===== config.mk =====
export PLATFORM = sky130hd
export DESIGN_NAME = pgwr_engine
export DESIGN_NICKNAME = d
export VERILOG_FILES = /design/src/rtl/pgwr_pkg.sv /design/src/rtl/pgwr_page_buf.sv /design/src/rtl/pgwr_wr_timer.sv /design/src/rtl/pgwr_guard.sv /design/src/rtl/pgwr_engine.sv
export SDC_FILE = /design/constraint.sdc
export NUM_CORES = 1
export LEC_CHECK = 0
export BUFFER_PORTS_ARGS = -buffer_cell sky130_fd_sc_hd__buf_2
export CORE_MARGIN = 2
export CORE_UTILIZATION = 50
export CTS_BUF_LIST = sky130_fd_sc_hd__clkbuf_4
export CTS_CLUSTER_DIAMETER = 40
export DETAILED_ROUTE_END_ITERATION = 16
export PLACE_DENSITY = 0.66
export SETUP_SLACK_MARGIN = 0.1
export SLEW_MARGIN = 20
export SYNTH_ARGS = -nofsm -noshare
export SYNTH_HDL_FRONTEND = slang
export SYNTH_SLANG_ARGS = --single-unit

===== constraint.sdc =====
create_clock -name clk -period 4.6 [get_ports clk]
set_input_delay 0.23 -clock clk [delete_from_list [all_inputs] [get_ports clk]]
set_output_delay 0.23 -clock clk [all_outputs]
set_load 0.03 [all_outputs]

===== src/rtl/pgwr_pkg.sv =====
package pgwr_pkg;
  // Kind of transfer currently open on the front end.
  typedef enum logic [1:0] {
    XF_IDLE = 2'd0,
    XF_DATA = 2'd1,
    XF_LOCK = 2'd2
  } xfer_mode_e;
endpackage


===== src/rtl/pgwr_page_buf.sv =====
module pgwr_page_buf #(
  parameter int AW = 8,
  parameter int DW = 8,
  parameter int SB = 4
) (
  input  logic          clk,
  input  logic          rst_n,
  input  logic          open_i,
  input  logic [AW-1:0] open_addr_i,
  input  logic          push_i,
  input  logic [DW-1:0] push_data_i,
  input  logic          clr_i,
  input  logic [SB-1:0] rd_slot_i,
  output logic [DW-1:0] rd_data_o,
  output logic          rd_vld_o,
  output logic [AW-SB-1:0] page_o,
  output logic          any_o
);
  localparam int SLOTS = 1 << SB;
  localparam int PW    = AW - SB;

  logic [PW-1:0]    page_q;
  logic [SB-1:0]    ptr_q;
  logic [SLOTS-1:0] vld_q;
  logic [DW-1:0]    data_q [SLOTS];

  // Next slot inside the page: low bits wrap, page bits untouched.
  function automatic logic [SB-1:0] next_slot(input logic [SB-1:0] s);
    return s + SB'(1);
  endfunction

  always_ff @(posedge clk) begin
    if (!rst_n) begin
      page_q <= '0;
      ptr_q  <= '0;
      vld_q  <= '0;
    end else if (open_i) begin
      page_q <= open_addr_i[AW-1:SB];
      ptr_q  <= open_addr_i[SB-1:0];
      vld_q  <= '0;
    end else if (clr_i) begin
      vld_q  <= '0;
    end else if (push_i) begin
      vld_q[ptr_q] <= 1'b1;
      ptr_q        <= next_slot(ptr_q);
    end
  end

  for (genvar g = 0; g < SLOTS; g++) begin : g_slot
    always_ff @(posedge clk) begin
      if (push_i && !open_i && !clr_i && (ptr_q == SB'(g)))
        data_q[g] <= push_data_i;
    end
  end

  assign rd_data_o = data_q[rd_slot_i];
  assign rd_vld_o  = vld_q[rd_slot_i];
  assign page_o    = page_q;
  assign any_o     = |vld_q;
endmodule


===== src/rtl/pgwr_wr_timer.sv =====
module pgwr_wr_timer #(
  parameter int WR_CYCLES = 16,
  parameter int SB        = 4
) (
  input  logic          clk,
  input  logic          rst_n,
  input  logic          start_i,
  output logic          busy_o,
  output logic          scan_act_o,
  output logic [SB-1:0] scan_slot_o,
  output logic          done_o
);
  localparam int CW = $clog2(WR_CYCLES + 1);

  logic          busy_q;
  logic [CW-1:0] cnt_q;
  logic [SB:0]   idx_q;

  always_ff @(posedge clk) begin
    if (!rst_n) begin
      busy_q <= 1'b0;
      cnt_q  <= '0;
      idx_q  <= '0;
    end else if (start_i) begin
      busy_q <= 1'b1;
      cnt_q  <= CW'(WR_CYCLES - 1);
      idx_q  <= '0;
    end else if (busy_q) begin
      if (cnt_q == '0) busy_q <= 1'b0;
      else             cnt_q  <= cnt_q - CW'(1);
      if (!idx_q[SB])  idx_q  <= idx_q + (SB+1)'(1);
    end
  end

  assign busy_o      = busy_q;
  assign scan_act_o  = busy_q && !idx_q[SB];
  assign scan_slot_o = idx_q[SB-1:0];
  assign done_o      = busy_q && (cnt_q == '0);
endmodule


===== src/rtl/pgwr_guard.sv =====
module pgwr_guard (
  input  logic clk,
  input  logic rst_n,
  input  logic lock_go_i,
  input  logic commit_go_i,
  input  logic wp_pin_i,
  input  logic addr_msb_i,
  output logic lock_o,
  output logic wp_held_o,
  output logic blocked_o
);
  logic lock_q;
  logic wp_held_q;

  // Lower half means the top address bit is clear.
  function automatic logic is_blocked(input logic msb, input logic lock,
                                      input logic wp);
    return wp || (lock && !msb);
  endfunction

  always_ff @(posedge clk) begin
    if (!rst_n) begin
      lock_q    <= 1'b0;
      wp_held_q <= 1'b0;
    end else begin
      if (lock_go_i)   lock_q    <= 1'b1;
      if (commit_go_i) wp_held_q <= wp_pin_i;
    end
  end

  assign lock_o    = lock_q;
  assign wp_held_o = wp_held_q;
  assign blocked_o = is_blocked(addr_msb_i, lock_q, wp_held_q);
endmodule


===== src/rtl/pgwr_engine.sv =====
module pgwr_engine
  import pgwr_pkg::*;
#(
  parameter int AW        = 8,
  parameter int DW        = 8,
  parameter int SLOT_BITS = 4,
  parameter int WR_CYCLES = 1250000
) (
  input  logic          clk,
  input  logic          rst_n,
  input  logic          addr_ld,
  input  logic [AW-1:0] addr_in,
  input  logic          prot_cmd,
  input  logic          byte_vld,
  input  logic [DW-1:0] byte_in,
  input  logic          stop_evt,
  input  logic          wp_pin,
  output logic          busy,
  output logic          mem_we,
  output logic [AW-1:0] mem_addr,
  output logic [DW-1:0] mem_wdata
);
  localparam int PW = AW - SLOT_BITS;

  xfer_mode_e mode_q;

  // Named internal events
  logic cmd_go, open_go, push_go, stop_go, commit_go, lock_go;
  logic buf_any, buf_vld, scan_act, wr_done, blocked, lock_q, wp_held;
  logic [SLOT_BITS-1:0] scan_slot;
  logic [PW-1:0]        page;
  logic [DW-1:0]        buf_data;

  function automatic logic [AW-1:0] slot_addr(input logic [PW-1:0] pg,
                                              input logic [SLOT_BITS-1:0] s);
    return {pg, s};
  endfunction

  assign cmd_go    = !busy && prot_cmd;
  assign open_go   = !busy && addr_ld && !prot_cmd;
  assign push_go   = !busy && byte_vld && (mode_q == XF_DATA) && !open_go;
  assign stop_go   = !busy && stop_evt && !open_go && !cmd_go;
  assign commit_go = stop_go && (mode_q == XF_DATA) && (buf_any || push_go);
  assign lock_go   = stop_go && (mode_q == XF_LOCK) && !wp_pin;

  always_ff @(posedge clk) begin
    if (!rst_n)       mode_q <= XF_IDLE;
    else if (cmd_go)  mode_q <= XF_LOCK;
    else if (open_go) mode_q <= XF_DATA;
    else if (stop_go) mode_q <= XF_IDLE;
  end

  pgwr_page_buf #(.AW(AW), .DW(DW), .SB(SLOT_BITS)) u_buf (
    .clk(clk), .rst_n(rst_n),
    .open_i(open_go), .open_addr_i(addr_in),
    .push_i(push_go), .push_data_i(byte_in),
    .clr_i(wr_done),
    .rd_slot_i(scan_slot), .rd_data_o(buf_data), .rd_vld_o(buf_vld),
    .page_o(page), .any_o(buf_any)
  );

  pgwr_wr_timer #(.WR_CYCLES(WR_CYCLES), .SB(SLOT_BITS)) u_tmr (
    .clk(clk), .rst_n(rst_n), .start_i(commit_go),
    .busy_o(busy), .scan_act_o(scan_act), .scan_slot_o(scan_slot),
    .done_o(wr_done)
  );

  pgwr_guard u_grd (
    .clk(clk), .rst_n(rst_n),
    .lock_go_i(lock_go), .commit_go_i(commit_go), .wp_pin_i(wp_pin),
    .addr_msb_i(page[PW-1]),
    .lock_o(lock_q), .wp_held_o(wp_held), .blocked_o(blocked)
  );

  assign mem_addr  = slot_addr(page, scan_slot);
  assign mem_wdata = buf_data;
  assign mem_we    = scan_act && buf_vld && !blocked;
endmodule


# Word level (Yosys, flattened, before mapping)
# Memory sizes are Yosys's and may differ from the RTL's. A register that Yosys moved wholly into a read port is not among the register bits.
# Cells that the tools add are included.
# word_totals
n_memories	1
reg_bits	55
ram_bits	128
# mem_list
memory	depth	width	read_ports	rd_clocked_by_memory_dff	write_ports	line	text
u_buf.data_q	16	8	1	1	1	pgwr_page_buf.sv:25	logic [DW-1:0] data_q [SLOTS];
# classes
n_reduce_logical	77
n_lt_le_gt_ge	3
n_eq_ne	19
bitwise_logic	4
n_mux	96
n_addsub	3
# op_table
operator	n
two-way mux 8 bit	15
OR reduction 8 bit	15
two-way mux 4 bit	20
two-way mux 21 bit	3
two-way mux 1 bit	52
logical AND 1 bit	37
equality test 4 bit, second input constant	8
logical NOT 21 bit	1
subtractor 21 x 1 -> 21 bit, second input constant	1
equality test 4 x 3 -> 1 bit, second input constant	4
bitwise OR 16 bit	1
OR reduction 16 bit	1
< comparator 4 x 5 -> 1 bit, second input constant	2
logical NOT 1 bit	9
equality test 4 x 2 -> 1 bit, second input constant	2
AND reduction 2 bit	4
two-way mux 2 bit	3
nonzero test 2 bit	3
adder 5 x 1 -> 5 bit, second input constant	1
two-way mux 5 bit	1
adder 4 x 1 -> 4 bit, second input constant	1
binary-select mux 1 bit (select 4 bit)	1
demux 1 bit (select 4 bit)	1
equality test 4 x 1 -> 1 bit, second input constant	1
other kinds (11)	15

# Logic depth before layout (Yosys ltp)
# depth
depth_word	26
ltp_mapped	8

# Cells and area by module
# A second synthesis with hierarchy kept.
# hier_totals
cells_unflattened	514
hier_area_um2	7701.1
# modules_own_cells
mod	instances	area_per_inst_um2	seq_area_each_um2	cells_per_inst
pgwr_page_buf	1	6062.1	4324.1	335
pgwr_wr_timer	1	1393.8	540.5	153
pgwr_engine	1	170.2	40.0	19
pgwr_guard	1	75.1	40.0	7

# Worst setup path before layout
# No wires, ideal clock.
# synth_timing
kind	register -> register
from	reg u_tmr.busy_q, in the netlist u_tmr.busy_o
to	mem u_buf.data_q[0][0], enable pin
path_buffers	0
synth_period_minus_slack_ns	2.428
slack_ns	2.172
setup_time_ns	0.386
path_stages_with_launch	5
t_arrival_ns	2.042
path_cell_list	dfxtp_1 and4bb_1 a21boi_0 nand2_1 nor3_1
# synth_between
elab_chain_cells	26
# synth_lines
element	line	text
start, declared	pgwr_wr_timer.sv:15	logic busy_q;
start signal, assigned	pgwr_wr_timer.sv:21	busy_q <= 1'b0;
start signal, assigned	pgwr_wr_timer.sv:25	busy_q <= 1'b1;
start signal, assigned	pgwr_wr_timer.sv:29	if (cnt_q == '0) busy_q <= 1'b0;
logical NOT 1 bit	pgwr_engine.sv:40, pgwr_engine.sv:41	
logical AND 1 bit (2 in series)	pgwr_engine.sv:40	assign open_go = !busy && addr_ld && !prot_cmd;
logical NOT 1 bit	pgwr_page_buf.sv:51, pgwr_engine.sv:41	
logical AND 1 bit	pgwr_engine.sv:41	assign push_go = !busy && byte_vld && (mode_q == XF_DATA) && !open_go;
logical AND 1 bit	pgwr_page_buf.sv:51	if (push_i && !open_i && !clr_i && (ptr_q == SB'(g)))
logical AND 1 bit *	pgwr_page_buf.sv:51	
logical AND 1 bit	pgwr_page_buf.sv:51	
two-way mux 1 bit	pgwr_page_buf.sv:51	
two-way mux 1 bit (implied by the code)	pgwr_page_buf.sv:52	data_q[g] <= push_data_i;
OR reduction 8 bit (no source line)	-	
two-way mux 4 bit (no source line) / two-way mux 1 bit (equally long branches) (15 in series)	-	
end, declared	pgwr_page_buf.sv:25	
# Every way passes the cells marked *; elsewhere a longest branch is shown, timed or not.

==> results.yml <==
status:
  status: "complete, no violations"
synth:
  synth_edf_count: 128
  synth_area_sq_um: 7530
  yosys_register_bits: 187
  synth_top_area_frac: 0.510
  async_reset_ff_frac: 0
  synth.lib_cells_used.distinct: 53
  syn-num-nets: 504
  avgSynthCellArea_sq_um: 15.9
  synth-main-ff-cell: "edfxtp_1"
  synth_warnings: 0
  yosysSeqAreaShare: 0.667
  synth_top_cell_by_area: "edfxtp_1"
  synth_cells: 474
  yosys-top-cells-area: "edfxtp_1 (51%), dfxtp_1 (16%), mux4_2 (13%)"
routing:
  wirelength_mm: 15.7
  wire_per_inst_um: 21.6
  first_pass_iters: 5
  antenna_left: 0
  post-route-drc-count: 0
  viasPerCell: 5.98
  drt_iter0_markers: 362
  vias: 4351
sta:
  slew_headroom: 0.382
  fin_hold_ws_ns: 0.0487
  finalCritPeriodShare: 0.691
  clock.fmax_ghz: 0.315
  setup_viol: 0
  tns_ns: 0
  layout_min_cycle_time_ns: 3.18
  hold_viol: 0
  maxSlewViolCount: 0
  skew_ns: 0.0196
  worst_pin_slew_ns: 0.924
  setup_ws_ns: 1.42
  rsz0062_at_grt: "no"
place:
  dp_hpwl_mm: 10.7
  gp_congestion: 0.791
  pre_cts_ws_ns: 1.80
  io_buffers: 40
  dpl-instance-area_sq_um: 7910
  dp_cells: 681
clocking:
  clock_path_buffers: 2
  cts_made_buffers: 17
  post_cts_buffers: 0
  clk_latency_ns: 0.57
  cts_resized: 0
  htreeDepth: 4
  cts_root_buffer: "clkbuf_4"
  cts.sinks: 187
  hold_buffers: 14
  cts_tree: "done"
  clkSlewWorstSetupHoldPaths_ns: 0.14
floorplanning:
  die_x_um: 127
  num_rows: 44
  core_area_sq_um: 14600
  dieHeight_um: 127
  ios: 41
  start_util: 0.514
  die_area_sq_um: 16100
worst_hold_path:
  hold_class: "primary input to register"
  hp-start: "byte_in[2]"
setup_path:
  crit_top_cell: "mux4_2"
  crit_fanout: 17
  arrival_ns: 2.95
  worstSetupStartpointType: "register"
  worstSetupPathType: "register to output port"
  critical-path-slowest-cell: "dfxtp_2"
  path_cells: "buf_4, mux4_2, mux4_2, buf_2"
  slowest_delay_ns: 0.73
  cp.required_ns: 4.37
  rr_startpoint: "u_tmr.busy_o"
  worstSetupEndpointType: "output port"
  critical_path_buf_inv_count: 2
  crit_family: "multiplexers"
global_route:
  grt_start_max_net_pins: 33
  grt_pass1_wl_mm: 24.2
  antenna_found_initial: 0
  grt_overflow: 0
  first_global_vias: 4198
  grt_usage: 0.204
power:
  leakagePower_nw: 2.78
  p_per_area_nw_per_um2: 342
  vdd_drop_max_uv: 170
  p_total_mw: 2.86
layout:
  n_fill_cell: 1151
  area_delta_synth_final_pct: 11.1
  seqCellArea_sq_um: 5030
  diodes: 0
  drive_above_1_share: 0.260
  final_util: 0.572
  multiInputGateArea_sq_um: 2350
  layoutNonFillerInstCount: 727
  final_nets: 560
  fin_area_sq_um: 8370
run:
  max_cap_violations: 0
==> synthesized netlist by cell type, types with 2 or more instances <==
master and instances:
a211oi_1 3, a21oi_1 13, a31oi_1 4, buf_1 4, buf_2 4, buf_4 5, clkbuf_1 13, dfxtp_1 59
edfxtp_1 128, ha_1 7, inv_1 10, mux2i_1 6, mux4_2 45, nand2_1 20, nand2b_1 5, nand4_1 7
nor2_1 45, nor3_1 7, nor4_1 10, nor4b_1 2, o2111ai_1 2, o21a_1 16, o21ai_0 8, or3_1 2
or4_1 4, xnor2_1 8, xor2_1 11
==> logic make-up after synthesis <==
family / synth area share
flops: 0.667
simple gates: 0.0804
compound gates: 0.0535
mux: 0.144
buf+inv: 0.0211
xor+xnor: 0.0221
fa+ha+maj: 0.0116
==> final cells by class <==
type	count	area share
timing repair buffer	63	0.0487
clock inverter	13	0.0208
clock buffer	19	0.0170
inverter	10	0.00448
multi-input combinational	251	0.281
sequential	187	0.601
tap	184	0.0275
==> power by group <==
part           internal, mW  switching (mW)  total [mW]
clock                 0.440           0.532       0.972
combinational        0.0304          0.0518      0.0822
sequential             1.80         0.00791        1.81
==> per-layer routing <==
layer | global-route usage | vias up | wire length (um)
met5 | 0 | - | 0
met4 | 0.0782 | 0 | 312
met3 | 0.0392 | 17 | 782
met2 | 0.325 | 136 | 7520
met1 | 0.282 | 2235 | 7060
li1 | - | 1963 | -
==> worst reg2reg max path, stage by stage (launching register included) <==
cell and delay, ns:
dfxtp_1 0.47, and4bb_1 0.43, a21boi_0 0.56, nand2_1 0.24, nor2_1 0.74
==> cell usage in the layout, fill, tap and decap left out, types with 3 or more instances in the layout <==
cell	instances
ha_1	7
mux4_2	45
or4_1	4
xor2_1	11
a31oi_1	4
nor4_1	10
nand2b_1	5
dlygate4sd3_1	14
dfxtp_1	57
nand2_1	20
xnor2_1	8
a211oi_1	3
a21oi_1	12
o21a_1	16
nor3_1	7
bufinv_16	4
clkinv_2	5
nand4_1	7
buf_4	9
edfxtp_1	128
o21ai_0	8
inv_1	10
buf_2	40
mux2i_1	6
clkbuf_4	19
nor2_1	45
==> sequential cells by signal, indices dropped and copies added (netlist names), named ones only <==
signal and cells:
u_buf.data_q 128, u_buf.page_o 4, u_grd.wp_held_o 1, mode_q 2
u_tmr.idx_q 5, u_buf.ptr_q 4, u_tmr.cnt_q 21, u_grd.lock_o 1
u_tmr.busy_o 1, u_buf.vld_q 16
==> worst paths after layout <==
kind                             end  slack (ns)  cells past startpoint
setup / recovery        mem_wdata[7]        1.42                      4
hold / removal    u_buf.data_q[9][2]        0.05                      1
setup reg to reg  u_buf.data_q[5][7]        1.79                      4
hold reg to reg         u_grd.lock_o        0.50                      2
Note: power is estimated with default switching activity, not from simulation.
